==> config.mk <==
export PLATFORM = sky130hd
export DESIGN_NAME = prio_irq_ctrl
export DESIGN_NICKNAME = d
export VERILOG_FILES = /design/src/rtl/prio_irq_pkg.sv /design/src/rtl/prio_irq_pend.sv /design/src/rtl/prio_irq_queue.sv /design/src/rtl/prio_irq_sel.sv /design/src/rtl/prio_irq_ctrl.sv
export SDC_FILE = /design/constraint.sdc
export NUM_CORES = 1
export LEC_CHECK = 0
export BUFFER_PORTS_ARGS = -buffer_cell sky130_fd_sc_hd__buf_2
export CORE_MARGIN = 1.5
export CORE_UTILIZATION = 35
export DETAILED_ROUTE_END_ITERATION = 10
export GPL_ROUTABILITY_DRIVEN = 0
export GPL_TIMING_DRIVEN = 0
export PLACE_DENSITY = 0.49
export RECOVER_POWER = 100
export SYNTH_ARGS = -nofsm -noshare
export SYNTH_HDL_FRONTEND = slang
export SYNTH_SLANG_ARGS = --single-unit
export TNS_END_PERCENT = 50
==> constraint.sdc <==
create_clock -name clk -period 18.5 [get_ports clk]
set_input_delay 0.925 -clock clk [delete_from_list [all_inputs] [get_ports clk]]
set_output_delay 0.925 -clock clk [all_outputs]
set_load 0.01 [all_outputs]
==> src/rtl/prio_irq_pkg.sv <==
// Shared definitions for the priority interrupt controller.
// Assumes: the line count is fixed for a given build through the parameters below.
package prio_irq_pkg;
    localparam int unsigned NUM_LINES = 8;
    localparam int unsigned ID_W      = $clog2(NUM_LINES);

    typedef enum logic {
        POLICY_SEQ  = 1'b0,
        POLICY_NEST = 1'b1
    } policy_e;
endpackage

==> src/rtl/prio_irq_pend.sv <==
// Edge detector and waiting-request register.
// Each rising edge on a line sets its waiting bit. A bit clears only when the
// processor acknowledges that line. accepted_o flags the edges that created a
// new waiting bit this cycle.
// Assumes: the request lines are already synchronous to clk.
module prio_irq_pend #(
    parameter int unsigned N   = 8,
    parameter int unsigned IDW = $clog2(N)
) (
    input  logic           clk,
    input  logic           rst_n,
    input  logic [N-1:0]   req_i,
    input  logic           clr_valid_i,
    input  logic [IDW-1:0] clr_id_i,
    output logic [N-1:0]   pending_o,
    output logic [N-1:0]   accepted_o
);
    logic [N-1:0] req_q;
    logic [N-1:0] pend_q;
    logic [N-1:0] clr_mask;

    // Decode the acknowledged line into a clear mask.
    always_comb begin
        clr_mask = '0;
        if (clr_valid_i) clr_mask[clr_id_i] = 1'b1;
    end

    // New edges on lines that are not already waiting.
    assign accepted_o = req_i & ~req_q & ~pend_q;

    // Previous request levels, used for edge detection.
    always_ff @(posedge clk) begin
        if (!rst_n) req_q <= '0;
        else        req_q <= req_i;
    end

    // Waiting bits: set on an accepted edge, cleared on acknowledge.
    always_ff @(posedge clk) begin
        if (!rst_n) pend_q <= '0;
        else        pend_q <= (pend_q & ~clr_mask) | accepted_o;
    end

    assign pending_o = pend_q;

    // a waiting bit never disappears without an acknowledge.
    assert_pend_kept_R2: assert property (@(posedge clk) disable iff (!rst_n)
        $past(rst_n) && !$past(clr_valid_i) |-> (($past(pend_q) & ~pend_q) == '0));
endmodule

==> src/rtl/prio_irq_queue.sv <==
// Arrival-order queue of line numbers.
// Lines accepted in one cycle are appended lowest number first. An
// acknowledged line is removed from any position and the entries behind it
// close up.
// Assumes: a line is never pushed while it is already queued, so N slots always suffice.
module prio_irq_queue #(
    parameter int unsigned N   = 8,
    parameter int unsigned IDW = $clog2(N),
    parameter int unsigned CW  = $clog2(N + 1)
) (
    input  logic           clk,
    input  logic           rst_n,
    input  logic [N-1:0]   push_mask_i,
    input  logic           pop_valid_i,
    input  logic [IDW-1:0] pop_id_i,
    output logic [IDW-1:0] head_o,
    output logic           nonempty_o
);
    logic [IDW-1:0] slot_q [N];
    logic [IDW-1:0] slot_d [N];
    logic [CW-1:0]  cnt_q;
    logic [CW-1:0]  cnt_d;
    logic           spill;

    // Remove the acknowledged line, then append the new arrivals.
    always_comb begin
        logic [CW-1:0] k;
        k     = '0;
        spill = 1'b0;
        for (int s = 0; s < int'(N); s++) slot_d[s] = '0;
        for (int s = 0; s < int'(N); s++) begin
            if (CW'(s) < cnt_q && !(pop_valid_i && slot_q[s] == pop_id_i)) begin
                slot_d[k[IDW-1:0]] = slot_q[s];
                k = k + 1'b1;
            end
        end
        for (int l = 0; l < int'(N); l++) begin
            if (push_mask_i[l]) begin
                if (k < CW'(N)) begin
                    slot_d[k[IDW-1:0]] = IDW'(l);
                    k = k + 1'b1;
                end else begin
                    spill = 1'b1;
                end
            end
        end
        cnt_d = k;
    end

    // Queue storage and fill level.
    always_ff @(posedge clk) begin
        if (!rst_n) begin
            cnt_q <= '0;
            for (int s = 0; s < int'(N); s++) slot_q[s] <= '0;
        end else begin
            cnt_q <= cnt_d;
            for (int s = 0; s < int'(N); s++) slot_q[s] <= slot_d[s];
        end
    end

    assign head_o     = slot_q[0];
    assign nonempty_o = (cnt_q != '0);

    // no arrival is ever dropped for lack of space.
    assert_no_spill_R2: assert property (@(posedge clk) disable iff (!rst_n) !spill);
    // the fill level stays within the slot count.
    assert_fill_bound_R6: assert property (@(posedge clk) disable iff (!rst_n) cnt_q <= CW'(N));
endmodule

==> src/rtl/prio_irq_sel.sv <==
// Selection logic: decides whether a request may be signalled, and which line.
// Sequential policy: the queue head, only while nothing is in service.
// Nested policy: the lowest-numbered waiting line, only if its number is
// below every line in service.
// Assumes: line 0 is the highest priority.
module prio_irq_sel #(
    parameter int unsigned N   = 8,
    parameter int unsigned IDW = $clog2(N)
) (
    input  prio_irq_pkg::policy_e policy_i,
    input  logic [N-1:0]          pending_i,
    input  logic [N-1:0]          isr_i,
    input  logic [IDW-1:0]        head_i,
    input  logic                  nonempty_i,
    output logic                  irq_o,
    output logic [IDW-1:0]        vec_o
);
    logic [IDW-1:0] pend_top;
    logic [IDW-1:0] isr_top;

    // Lowest-numbered waiting line and lowest-numbered in-service line.
    always_comb begin
        pend_top = '0;
        isr_top  = '0;
        for (int i = int'(N) - 1; i >= 0; i--) begin
            if (pending_i[i]) pend_top = IDW'(i);
            if (isr_i[i])     isr_top  = IDW'(i);
        end
    end

    // Policy choice of request and vector.
    always_comb begin
        if (policy_i == prio_irq_pkg::POLICY_NEST) begin
            vec_o = pend_top;
            irq_o = (|pending_i) && ((isr_i == '0) || (pend_top < isr_top));
        end else begin
            vec_o = head_i;
            irq_o = nonempty_i && (isr_i == '0);
        end
    end
endmodule

==> src/rtl/prio_irq_ctrl.sv <==
// Dual-mode priority interrupt controller, top level.
// Connects the waiting-request register, the arrival queue and the selection
// logic, and holds the in-service bits. A qualified ack sets the handed-out
// line in service. A qualified eos clears the lowest-numbered in-service bit.
// Assumes: ack and eos are single-cycle pulses that are synchronous to clk.
module prio_irq_ctrl
    import prio_irq_pkg::*;
(
    input  logic                 clk,
    input  logic                 rst_n,
    input  logic                 nest_mode,
    input  logic [NUM_LINES-1:0] req_lines,
    input  logic                 ack,
    input  logic                 eos,
    output logic                 intr_out,
    output logic [ID_W-1:0]      vec_out,
    output logic [NUM_LINES-1:0] isr_out
);
    localparam int unsigned N = NUM_LINES;

    logic [N-1:0]    pending;
    logic [N-1:0]    accepted;
    logic [N-1:0]    isr_q;
    logic [N-1:0]    isr_set;
    logic [N-1:0]    isr_clr;
    logic [ID_W-1:0] q_head;
    logic            q_nonempty;
    logic            ack_fire;
    logic            eos_fire;
    policy_e         policy;

    assign policy   = policy_e'(nest_mode);
    assign ack_fire = ack && intr_out;
    assign eos_fire = eos && (isr_q != '0);

    prio_irq_pend #(.N(N), .IDW(ID_W)) u_pend (
        .clk        (clk),
        .rst_n      (rst_n),
        .req_i      (req_lines),
        .clr_valid_i(ack_fire),
        .clr_id_i   (vec_out),
        .pending_o  (pending),
        .accepted_o (accepted)
    );

    prio_irq_queue #(.N(N), .IDW(ID_W)) u_queue (
        .clk        (clk),
        .rst_n      (rst_n),
        .push_mask_i(accepted),
        .pop_valid_i(ack_fire),
        .pop_id_i   (vec_out),
        .head_o     (q_head),
        .nonempty_o (q_nonempty)
    );

    prio_irq_sel #(.N(N), .IDW(ID_W)) u_sel (
        .policy_i  (policy),
        .pending_i (pending),
        .isr_i     (isr_q),
        .head_i    (q_head),
        .nonempty_i(q_nonempty),
        .irq_o     (intr_out),
        .vec_o     (vec_out)
    );

    // Set mask from the acknowledged line, clear mask for the topmost level.
    always_comb begin
        isr_set = '0;
        isr_clr = '0;
        if (ack_fire) isr_set[vec_out] = 1'b1;
        for (int i = int'(N) - 1; i >= 0; i--) begin
            if (isr_q[i]) isr_clr = N'(1) << i;
        end
        if (!eos_fire) isr_clr = '0;
    end

    // In-service bits, one per line.
    always_ff @(posedge clk) begin
        if (!rst_n) isr_q <= '0;
        else        isr_q <= (isr_q & ~isr_clr) | isr_set;
    end

    assign isr_out = isr_q;

    // sequential policy never signals while a service is active.
    assert_seq_silent_R4: assert property (@(posedge clk) disable iff (!rst_n)
        (!nest_mode && isr_q != '0) |-> !intr_out);
    // an accepted acknowledge puts its line in service.
    assert_ack_in_service_R3: assert property (@(posedge clk) disable iff (!rst_n)
        ack_fire |=> isr_q[$past(vec_out)]);
    // end of service retires exactly one level.
    assert_eos_one_level_R9: assert property (@(posedge clk) disable iff (!rst_n)
        (eos_fire && !ack_fire) |=> ($countones(isr_q) == $past($countones(isr_q)) - 1));
    // a stray acknowledge with no eos leaves the in-service bits unchanged.
    assert_stray_ack_R11: assert property (@(posedge clk) disable iff (!rst_n)
        (ack && !intr_out && !eos) |=> (isr_q == $past(isr_q)));
endmodule

# Yosys cells after proc, flatten, opt, wreduce, memory -nomap -nowiden
# Memories as Yosys holds them, arrays and structs flattened.
# Cells that the tools add are included.
[classes]
n_bitwise = 54
eq_ne = 8
n_addsub = 15
magnitude_cmp = 49
muxes = 125
reduce_logical = 49
[ops]
columns = ["op", "n"]
rows = [
  ["two-way mux 24 bit", 23],
  ["bitwise mux 24 bit", 7],
  ["demux 3 bit (select 3 bit)", 15],
  ["two-way mux 3 bit", 41],
  ["two-way mux 4 bit", 23],
  ["two-way mux 8 bit", 10],
  ["greater-or-equal comparator 4 bit, second input constant", 15],
  ["< comparator 4 x 1 -> 1 bit, second input constant", 15],
  ["adder 4 x 1 -> 4 bit, second input constant", 14],
  ["bitwise AND 8 bit", 7],
  ["inverter 3 -> 4 bit", 14],
  ["inverter 8 bit", 7],
  ["bitwise AND 16 bit", 3],
  ["inverter 16 bit", 3],
  ["bitwise OR 16 bit", 3],
  ["bitwise OR 8 bit", 5],
  ["logical AND 1 bit", 36],
  ["< comparator 4 bit, second input constant", 8],
  ["bitwise AND 24 bit", 1],
  ["equality test 3 bit", 8],
  ["inverter 24 bit", 1],
  ["bitwise OR 24 bit", 1],
  ["< comparator 3 x 4 -> 1 bit, first input constant", 4],
  ["logical NOT 1 bit", 8],
  ["15 further kinds", 28],
]
[word_totals]
mem_bits_rw = 24
output_inout_bits = 12
n_memories = 1
ff_bits = 28
wordCells = 305
[memory_table]
columns = ["name", "depth", "word_bits", "rd", "rd_clocked_by_memory_dff", "wr", "line", "source"]
rows = [
  ["u_queue.slot_q", 8, 3, 8, 0, 8, "prio_irq_queue.sv:19", "logic [IDW-1:0] slot_q [N];"],
]

# Depth between registers and ports, before layout
# Gate-level depths: netlist of the first run.
[depth]
depth_word = 62
ltp_mapped = 56
mapped_depth_nobuf = 54

# Hierarchy
# Synthesis of the first run repeated with hierarchy kept, for this count alone.
[unflattened]
cells_unflattened = 974
area_unflattened_um2 = 7059.3
[modules_own_cells]
columns = ["mod", "n_inst", "cells_each", "seq_area_each_um2", "area_per_inst_um2"]
rows = [
  ["prio_irq_queue", 1, 836, 560.5, 5770.5],
  ["prio_irq_pend", 1, 58, 320.3, 653.1],
  ["prio_irq_ctrl", 1, 40, 160.2, 374.1],
  ["prio_irq_sel", 1, 40, 0.0, 261.5],
]

# Worst setup path before layout of the first run
# Ideal clock, no wire load.
[synth_path]
kind = "register -> register"
startpoint = "register u_pend.pend_q[0] (netlist: u_pend.pending_o[0])"
endpoint = "memory u_queue.slot_q[0][21] (netlist bit)"
stages_incl_launch_ff = 54
setup_slack_ns = 6.247
arrival_time_ns = 12.166
setup_ns = 0.087
path_buffers = 4
period_less_slack_ns = 12.253
path_cell_list = "dfxtp_1 or4_1 nor2_2 ha_1 a211o_1 a221oi_2 nand2_1 or2_1 buf_2 or4_1 o21a_1 fa_1 nor3b_1 o22ai_1 and2_1 and3_1 nand2_1 o21ai_0 [... 18 more ...] o22ai_1 o32ai_1 clkbuf_1 ha_1 mux2i_1 inv_1 ha_1 inv_1 a2111o_1 o311a_1 and2_1 inv_1 ha_1 and4_1 xnor2_1 or2_0 or3_1 o31ai_1"
[synth_rtl]
columns = ["item", "line", "source"]
rows = [
  ["start, declared", "prio_irq_pend.sv:19", "logic [N-1:0] pend_q;"],
  ["start signal, assigned", "prio_irq_pend.sv:40", "else pend_q <= (pend_q & ~clr_mask) | accepted_o;"],
  ["end, declared", "prio_irq_queue.sv:19", ""],
]

# Final worst setup path of the first run
[layout_path]
startpoint = "register u_pend.pend_q[0] (netlist: u_pend.pending_o[0])"
endpoint = "register u_queue.cnt_q[2]"
[layout_via]
elab_chain_cells = 48
elab_cells_between_ends = 89
[layout_lines]
columns = ["item", "line", "source"]
rows = [
  ["two-way mux 3 bit", "prio_irq_sel.sv:26", "if (pending_i[i]) pend_top = IDW'(i);"],
  ["< comparator 3 bit", "prio_irq_sel.sv:35", "irq_o = (|pending_i) && ((isr_i == '0) || (pend_top < isr_top));"],
  ["logical OR 1 bit", "prio_irq_sel.sv:35", ""],
  ["logical AND 1 bit", "prio_irq_sel.sv:35", ""],
  ["two-way mux 1 bit", "prio_irq_sel.sv:33", "if (policy_i == prio_irq_pkg::POLICY_NEST) begin"],
  ["logical AND 1 bit", "prio_irq_ctrl.sv:33", "assign ack_fire = ack && intr_out;"],
  ["logical AND 1 bit", "prio_irq_queue.sv:32", "if (CW'(s) < cnt_q && !(pop_valid_i && slot_q[s] == pop_id_i)) begin"],
  ["logical NOT 1 bit", "prio_irq_queue.sv:32", ""],
  ["[... 32 more ...]", "-", ""],
  ["two-way mux 4 bit", "prio_irq_queue.sv:39", "if (k < CW'(N)) begin"],
  ["two-way mux 4 bit (*)", "prio_irq_queue.sv:38", "if (push_mask_i[l]) begin"],
  ["adder 4 x 1 -> 4 bit or < comparator 4 bit (tied branches)", "prio_irq_queue.sv:41, prio_irq_queue.sv:39", ""],
  ["two-way mux 4 bit", "prio_irq_queue.sv:39", ""],
  ["two-way mux 4 bit (*)", "prio_irq_queue.sv:38", ""],
  ["adder 4 x 1 -> 4 bit or < comparator 4 bit (tied branches)", "prio_irq_queue.sv:41, prio_irq_queue.sv:39", ""],
  ["two-way mux 4 bit", "prio_irq_queue.sv:39", ""],
  ["two-way mux 4 bit (*)", "prio_irq_queue.sv:38", ""],
  ["end signal, assigned", "prio_irq_queue.sv:56", "cnt_q <= cnt_d;"],
  ["end, declared", "prio_irq_queue.sv:21", "logic [CW-1:0] cnt_q;"],
]
# Every way passes the cells marked *; elsewhere a longest branch is shown, timed or not.
# A chain may end at the register's enable or synchronous reset.

==> results of run 1 <==
[state kept, by name (all words and copies together), names as in the netlist]
register	cells
isr_out	8
u_pend.req_q	8
u_queue.cnt_q	4
u_pend.pending_o	8
u_queue.slot_q	24
[area by class of cell]
| class | count | area [um^2] | share of cell area |
|---|---|---|---|
| buffer | 55 | 238 | 0.0298 |
| clock buffer | 5 | 125 | 0.0157 |
| clock inverter | 3 | 28.8 | 0.00361 |
| inverter | 35 | 138 | 0.0173 |
| multi-input combinational | 930 | 5960 | 0.748 |
| sequential | 52 | 1040 | 0.131 |
| tap | 275 | 344 | 0.0431 |
| timing repair buffer | 22 | 98.8 | 0.0124 |
[layer usage]
metal	GRT usage	up-vias	part of all wire
met3	0.0153	34	0.041
met5	0	-	0
met1	0.380	3871	0.50
met2	0.379	260	0.43
met4	0.0693	0	0.026
li1	-	4055	-
[worst max-delay path by stage]
stage                        startpoint               endpoint  slack [ns]  depth (start not counted)
finish              u_pend.pending_o[0]       u_queue.cnt_q[2]        2.43                         51
floorplan           u_pend.pending_o[0]  u_queue.slot_q[0][21]        6.25                         53
detailed placement  u_pend.pending_o[0]       u_queue.cnt_q[2]        3.52                         51
global placement    u_pend.pending_o[0]       u_queue.cnt_q[2]        3.49                         51
CTS                 u_pend.pending_o[0]       u_queue.cnt_q[2]        3.47                         51
global route        u_pend.pending_o[0]  u_queue.slot_q[0][12]        1.19                         50
[tightest hold or removal path: cells and delay by family (launching register included)]
family | cells | cell delay (ns)
compound gates | 2 | 0.14
flops | 1 | 0.34
[cells in the mapped netlist (15+ instances only)]
cell	instances	area, um^2
sky130_fd_sc_hd__inv_1	29	109
sky130_fd_sc_hd__o211ai_1	15	113
sky130_fd_sc_hd__nand3_1	58	290
sky130_fd_sc_hd__a21oi_1	91	455
sky130_fd_sc_hd__a32oi_1	20	175
sky130_fd_sc_hd__o21ai_0	73	365
sky130_fd_sc_hd__xnor2_1	42	368
sky130_fd_sc_hd__nor3_1	39	195
sky130_fd_sc_hd__or3_1	15	93.8
sky130_fd_sc_hd__ha_1	15	188
sky130_fd_sc_hd__and2_1	26	163
sky130_fd_sc_hd__nor2_1	118	443
sky130_fd_sc_hd__nand2_1	120	450
sky130_fd_sc_hd__dfxtp_1	52	1040
sky130_fd_sc_hd__clkbuf_1	31	116
sky130_fd_sc_hd__mux2i_1	18	180
[metrics by stage]
stage	instances	cell area [um^2]	util	setup slack [ns]
after CTS	1377	8030	0.384	3.47
after detailed placement	1369	7880	0.377	3.52
after global placement	1369	7880	0.377	3.49
after floorplan	1072	7420	-	6.25
after global routing	1377	7980	0.382	1.19
final	1377	7980	0.382	2.43
[kinds of logic after synthesis]
family	after synthesis	share of synthesized area
xor gates and xnor gates	66	0.100
DFF	52	0.140
and+or+nand+nor	477	0.326
AOI/OAI and AO/OA	352	0.329
muxes	19	0.0258
adders and majority gates	16	0.0280
buffers and inverters	90	0.0514
==> Flow_metrics.wiki, run 1 <==
{| class="wikitable"
! Metric !! Value
|-
| Detailed router's first-iteration violation count || 663
|-
| Pin count of the biggest net entering global routing || 20
|-
| Post-synthesis instance area || 7420 um^2
|-
| Highest Clock Rate || 0.0622 GHz
|-
| First-pass GRT wire length || 43300 um
|-
| Synthesized Nets || 1101
|-
| Mapped Cells || 1072
|-
| Count of inserted antenna diode cells || 0
|-
| Clk Tree Root Cell || sky130_fd_sc_hd__clkbuf_16
|-
| Kind of path behind the tightest hold check || flip-flop to flip-flop
|-
| Total wirelength of the detailed-routed design || 28000 um
|-
| Setup Crit Path Kind || flip-flop to flip-flop
|-
| Setup repair after global routing missed its margin || no
|-
| Grt ovf || 0
|-
| Max Clock Skew || 0.00278 ns
|-
| Final setup fails || 0
|-
| Slowest stage cell on the critical path || sky130_fd_sc_hd__nor2_1
|-
| Worst Hold End || isr_out[1]
|-
| Largest driver fanout on the critical path || 10
|-
| Count of synthesis-stage warnings from yosys || 0
|-
| Post-Synthesis Mean Instance Area || 6.92 um^2
|-
| Number of buffers added for setup after CTS || 0
|-
| Number of slew-limit violations in the final report || 0
|-
| Routed length per instance || 20.4 um
|-
| Routed via count divided by cell count || 5.97
|-
| Peak per-stage delay on the critical path || 0.78 ns
|-
| Area added between synthesis and finish || 7.49%
|-
| Die Span Y || 149 um
|-
| Final Critical Period || 16.07 ns
|-
| H-tree depth || 2
|-
| Summed negative setup slack over all endpoints || 0 ns
|-
| Hpwl dp || 22700 um
|-
| CP startpoint kind || flip-flop
|-
| Number of enable flip-flop cells after synthesis || 0
|-
| Worst max-slew margin expressed relative to the limit || 0.106
|-
| Part of the Yosys area used for sequential elements || 0.140
|-
| Endpoints failing hold || 0
|-
| Number of global-route vias before repair || 7339
|-
| # IOs || 25
|-
| Share of cells above drive strength 1 || 0.0880
|-
| Final antenna-violating net count || 0
|-
| TritonCTS clock tree || done
|-
| Endpoint kind of the worst setup timing path || flip-flop
|-
| Reported max-cap violation count || 0
|-
| Overall track demand over capacity in global routing || 0.251
|-
| Startpoint of the worst register-to-register path || u_pend.pending_o[0]
|-
| Filler instances || 2337
|-
| Hold path startpoint || isr_out[1]
|-
| Final nets || 1130
|-
| Number of antenna violations at the first check in global routing || 1
|-
| Hold slack final || 0.528 ns
|-
| RR Endpoint || u_queue.cnt_q[2]
|-
| DRC errors left || 0
|-
| Worst-case reg-to-reg path depth || 51
|-
| Post-CTS sizing || 0
|-
| Number of core rows || 53
|-
| Clock buffer depth || 2
|-
| Starting density of the core || 0.355
|-
| Cell variety after synth || 106
|-
| Clock input transition at the sequential cells of the worst setup and hold paths || 0.08 ns
|-
| Top library cells by usage in the layout, fill and taps aside || sky130_fd_sc_hd__nand2_1 (120), sky130_fd_sc_hd__nor2_1 (119), sky130_fd_sc_hd__a21oi_1 (92), sky130_fd_sc_hd__o21ai_0 (78), sky130_fd_sc_hd__nand3_1 (58)
|-
| Number of register bits inferred by synthesis || 52
|-
| Largest delay share family, worst path || simple AND/OR/NAND/NOR gates
|-
| Total core area || 20900 um^2
|-
| Instance count along the most critical hold path || 2
|-
| Buffers added on ports || 22
|-
| Worst-Margin Slew || 1.34 ns
|-
| Number of buffers and inverters on the critical path || 10
|-
| Most common library cell in the layout ignoring fill and taps || sky130_fd_sc_hd__nand2_1
|-
| Crit path arrival time || 16.22 ns
|-
| Worst-Skew Late Latency || 0.30 ns
|-
| 1st-pass router iterations || 5
|-
| Share of synthesized registers carrying an async set or reset || 0
|-
| Synth Flop Type || sky130_fd_sc_hd__dfxtp_1
|-
| Run status || finished clean
|-
| R2R setup slack || 2.43 ns
|-
| Number of buffers inserted during clock tree synthesis || 5
|-
| Area of the die || 22100 um^2
|-
| DR vias || 8220
|-
| Number of hold buffers added after CTS || 0
|-
| Clock sink total || 52
|-
| Req. time, crit path || 18.65 ns
|-
| Die width || 149 um
|-
| Share of the clock period used by the worst path after layout || 0.869
|}
Power of run 1 is left out: the tool's default activity adds up to more than one toggle a clock period on the data nets, which glitch-free logic cannot reach.
==> inputs of run 2 (changes only) <==
CTS_BUF_LIST = sky130_fd_sc_hd__clkbuf_8   (was default)
SYNTH_HIERARCHICAL = 1   (was default)
==> Flow_metrics.wiki, run 2 <==
{| class="wikitable"
! Metric !! Value
|-
| Number of core rows || 51
|-
| Endpoints failing hold || 0
|-
| Die Span Y || 145 um
|-
| Library cell occupying the most area in the post-synthesis netlist || sky130_fd_sc_hd__dfxtp_1
|-
| Final Critical Period || 16.11 ns
|-
| Die width || 145 um
|-
| Worst max-slew margin expressed relative to the limit || 0.245
|-
| Highest Clock Rate || 0.0621 GHz
|-
| Most common library cell in the layout ignoring fill and taps || sky130_fd_sc_hd__nand2_1
|-
| Synthesized Nets || 1004
|-
| Cell variety after synth || 108
|-
| 1st-pass router iterations || 5
|-
| Count of synthesis-stage warnings from yosys || 6
|-
| Synth Area in Compound Gates || 0.293
|-
| Post-Place Cell Area || 7510 um^2
|-
| Mapped Cells || 974
|-
| Share of cells above drive strength 1 || 0.103
|-
| Req. time, crit path || 18.72 ns
|-
| Buffers added on ports || 24
|-
| Post-synthesis instance area || 7060 um^2
|-
| Crit path arrival time || 16.33 ns
|-
| DRC errors left || 0
|-
| Number of global-route vias before repair || 6604
|-
| Summed negative setup slack over all endpoints || 0 ns
|-
| Largest family of logic cells by synthesized area || simple AND/OR/NAND/NOR gates
|-
| Peak per-stage delay on the critical path || 0.61 ns
|-
| CP startpoint kind || flip-flop
|-
| Top reg by flops || u_queue/slot_q
|-
| Reported max-cap violation count || 0
|-
| H-tree depth || 2
|-
| First-pass GRT wire length || 37600 um
|-
| Number of slew-limit violations in the final report || 0
|-
| Starting density of the core || 0.359
|-
| Share of synthesized registers carrying an async set or reset || 0
|-
| Setup Crit Path Kind || flip-flop to flip-flop
|-
| Max FFs per register || 24
|-
| Total wirelength of the detailed-routed design || 23900 um
|-
| Setup slack of the critical path after layout || 2.39 ns
|-
| Synth Area in XOR/XNOR || 0.113
|-
| Max Clock Skew || 0.0101 ns
|-
| Number of buffers added for setup after CTS || 0
|-
| Clock input transition at the sequential cells of the worst setup and hold paths || 0.10 ns
|-
| Cell with the most instances after synthesis || sky130_fd_sc_hd__nand2_1
|-
| Clock buffer depth || 2
|-
| Number of buffers and inverters on the critical path || 8
|-
| Synthesized-area fraction occupied by adder cells || 0.0312
|-
| Post-synth top area share || 0.147
|-
| Most frequent cell on the critical path || sky130_fd_sc_hd__ha_1
|-
| Post-CTS sizing || 0
|-
| Number of register bits inferred by synthesis || 52
|-
| Worst slack after detailed placement || 3.77 ns
|-
| Worst-Margin Slew || 1.13 ns
|-
| Setup repair after global routing missed its margin || no
|-
| Clk Tree Root Cell || sky130_fd_sc_hd__clkbuf_8
|-
| Slowest stage cell on the critical path || sky130_fd_sc_hd__mux2i_1
|-
| Total core area || 19700 um^2
|-
| DR vias || 7170
|-
| Most congested layer reported by global routing || met1
|-
| Final Util || 0.385
|-
| Largest delay share family, worst path || adder cells
|-
| Number of antenna violations at the first check in global routing || 0
|-
| TritonCTS clock tree || done
|-
| Worst-Skew Late Latency || 0.31 ns
|-
| Count of inserted antenna diode cells || 0
|-
| Clock sink total || 52
|-
| Number of hold buffers added after CTS || 0
|-
| Part of the Yosys area used for sequential elements || 0.147
|-
| Run status || finished clean
|-
| Routed length per instance || 18.8 um
|-
| Share of the clock period used by the worst path after layout || 0.871
|-
| Most instantiated cells after synthesis || sky130_fd_sc_hd__nand2_1 (115), sky130_fd_sc_hd__nor2_1 (112), sky130_fd_sc_hd__a21oi_1 (75), sky130_fd_sc_hd__o21ai_0 (54), sky130_fd_sc_hd__dfxtp_1 (52)
|-
| Pin count of the biggest net entering global routing || 19
|-
| Kind of path behind the tightest hold check || flip-flop to flip-flop
|-
| Endpoint kind of the worst setup timing path || flip-flop
|-
| Final setup fails || 0
|-
| Hpwl dp || 19100 um
|-
| # IOs || 25
|-
| Area added between synthesis and finish || 7.11%
|-
| Grt met3 use || 0.0173
|-
| Global Route met2 Usage || 0.339
|-
| Detailed router's first-iteration violation count || 588
|-
| Area of the die || 21000 um^2
|-
| Overall track demand over capacity in global routing || 0.222
|-
| Number of enable flip-flop cells after synthesis || 0
|-
| Synth Flop Type || sky130_fd_sc_hd__dfxtp_1
|-
| Grt ovf || 0
|-
| Met1 global-route usage || 0.346
|-
| Final nets || 1035
|-
| Final design area excluding fillers || 7560 um^2
|-
| Final antenna-violating net count || 0
|-
| Simple logic cell fraction of the synthesized area || 0.311
|-
| Largest driver fanout on the critical path || 9
|-
| Cell types with the largest area share after synthesis || sky130_fd_sc_hd__dfxtp_1 (15%), sky130_fd_sc_hd__nand2_1 (6.1%), sky130_fd_sc_hd__nor2_1 (6.0%)
|-
| Post-synthesis mux area share || 0.0539
|-
| Number of buffers inserted during clock tree synthesis || 5
|-
| Post-Synthesis Mean Instance Area || 7.25 um^2
|-
| Routed via count divided by cell count || 5.64
|-
| Top library cells by usage in the layout, fill and taps aside || sky130_fd_sc_hd__nand2_1 (115), sky130_fd_sc_hd__nor2_1 (112), sky130_fd_sc_hd__a21oi_1 (75), sky130_fd_sc_hd__o21ai_0 (59), sky130_fd_sc_hd__dfxtp_1 (52)
|}
run 2: cell types whose count changed in the layout (fill, tap and decap cells not counted), moves of 11 or more:
cell and change:
sky130_fd_sc_hd__a21oi_1 -17, sky130_fd_sc_hd__a32oi_1 -14, sky130_fd_sc_hd__clkbuf_1 -11, sky130_fd_sc_hd__mux2i_1 +11, sky130_fd_sc_hd__nand3_1 -18, sky130_fd_sc_hd__o21ai_0 -19
run 2: kinds of logic after synthesis:
kind of cell / after synthesis
flip-flops: 52
adder cells (fa/ha/maj): 17
buffers and inverters: 79
XOR/XNOR: 63
multiplexers: 35
AND/OR/NAND/NOR: 439
AO/OA/AOI/OAI: 289
run 2: layout make-up:
type | instances | area, um^2
Inverter | 33 | 124
Clock inverter | 3 | 27.5
Sequential cell | 52 | 1040
Buffer | 46 | 223
Clock buffer | 5 | 68.8
Fill cell | 2191 | 12100
Timing Repair Buffer | 24 | 108
Tap cell | 265 | 332
Multi-Input combinational cell | 843 | 5640
run 2: worst register-to-register path: cells and delay by family, from the launching register on:
| kind | cells | cell delay (ns) |
|---|---|---|
| compound gates | 17 | 4.40 |
| xor+xnor | 1 | 0.28 |
| fa+ha+maj | 14 | 4.62 |
| buf+inv | 8 | 1.93 |
| flops | 1 | 0.38 |
| mux | 3 | 1.16 |
| simple gates | 13 | 3.25 |
run 2: final timing paths:
kind              slack [ns]           startpoint  depth (start not counted)               endpoint
setup / recovery        2.39  u_pend/pending_o[3]                         56  u_queue/slot_q[0][17]
hold reg to reg         0.51  u_pend/pending_o[7]                          2    u_pend/pending_o[7]
hold / removal          0.51  u_pend/pending_o[7]                          2    u_pend/pending_o[7]
setup reg to reg        2.39  u_pend/pending_o[3]                         56  u_queue/slot_q[0][17]
run 2: per-layer routing:
layer	up-vias	routed length (um)
li1	3666	-
met1	3361	12700
met2	137	10400
met3	6	754
met4	0	87
met5	-	0
run 2: stage by stage:
stage	hold slack (ns)	std cells
after floorplan	0.463	974
after global placement	0.487	1263
after detailed placement	0.485	1263
after CTS	0.501	1271
after global routing	0.522	1271
final	0.510	1271
Power of run 2 is left out for the same reason.
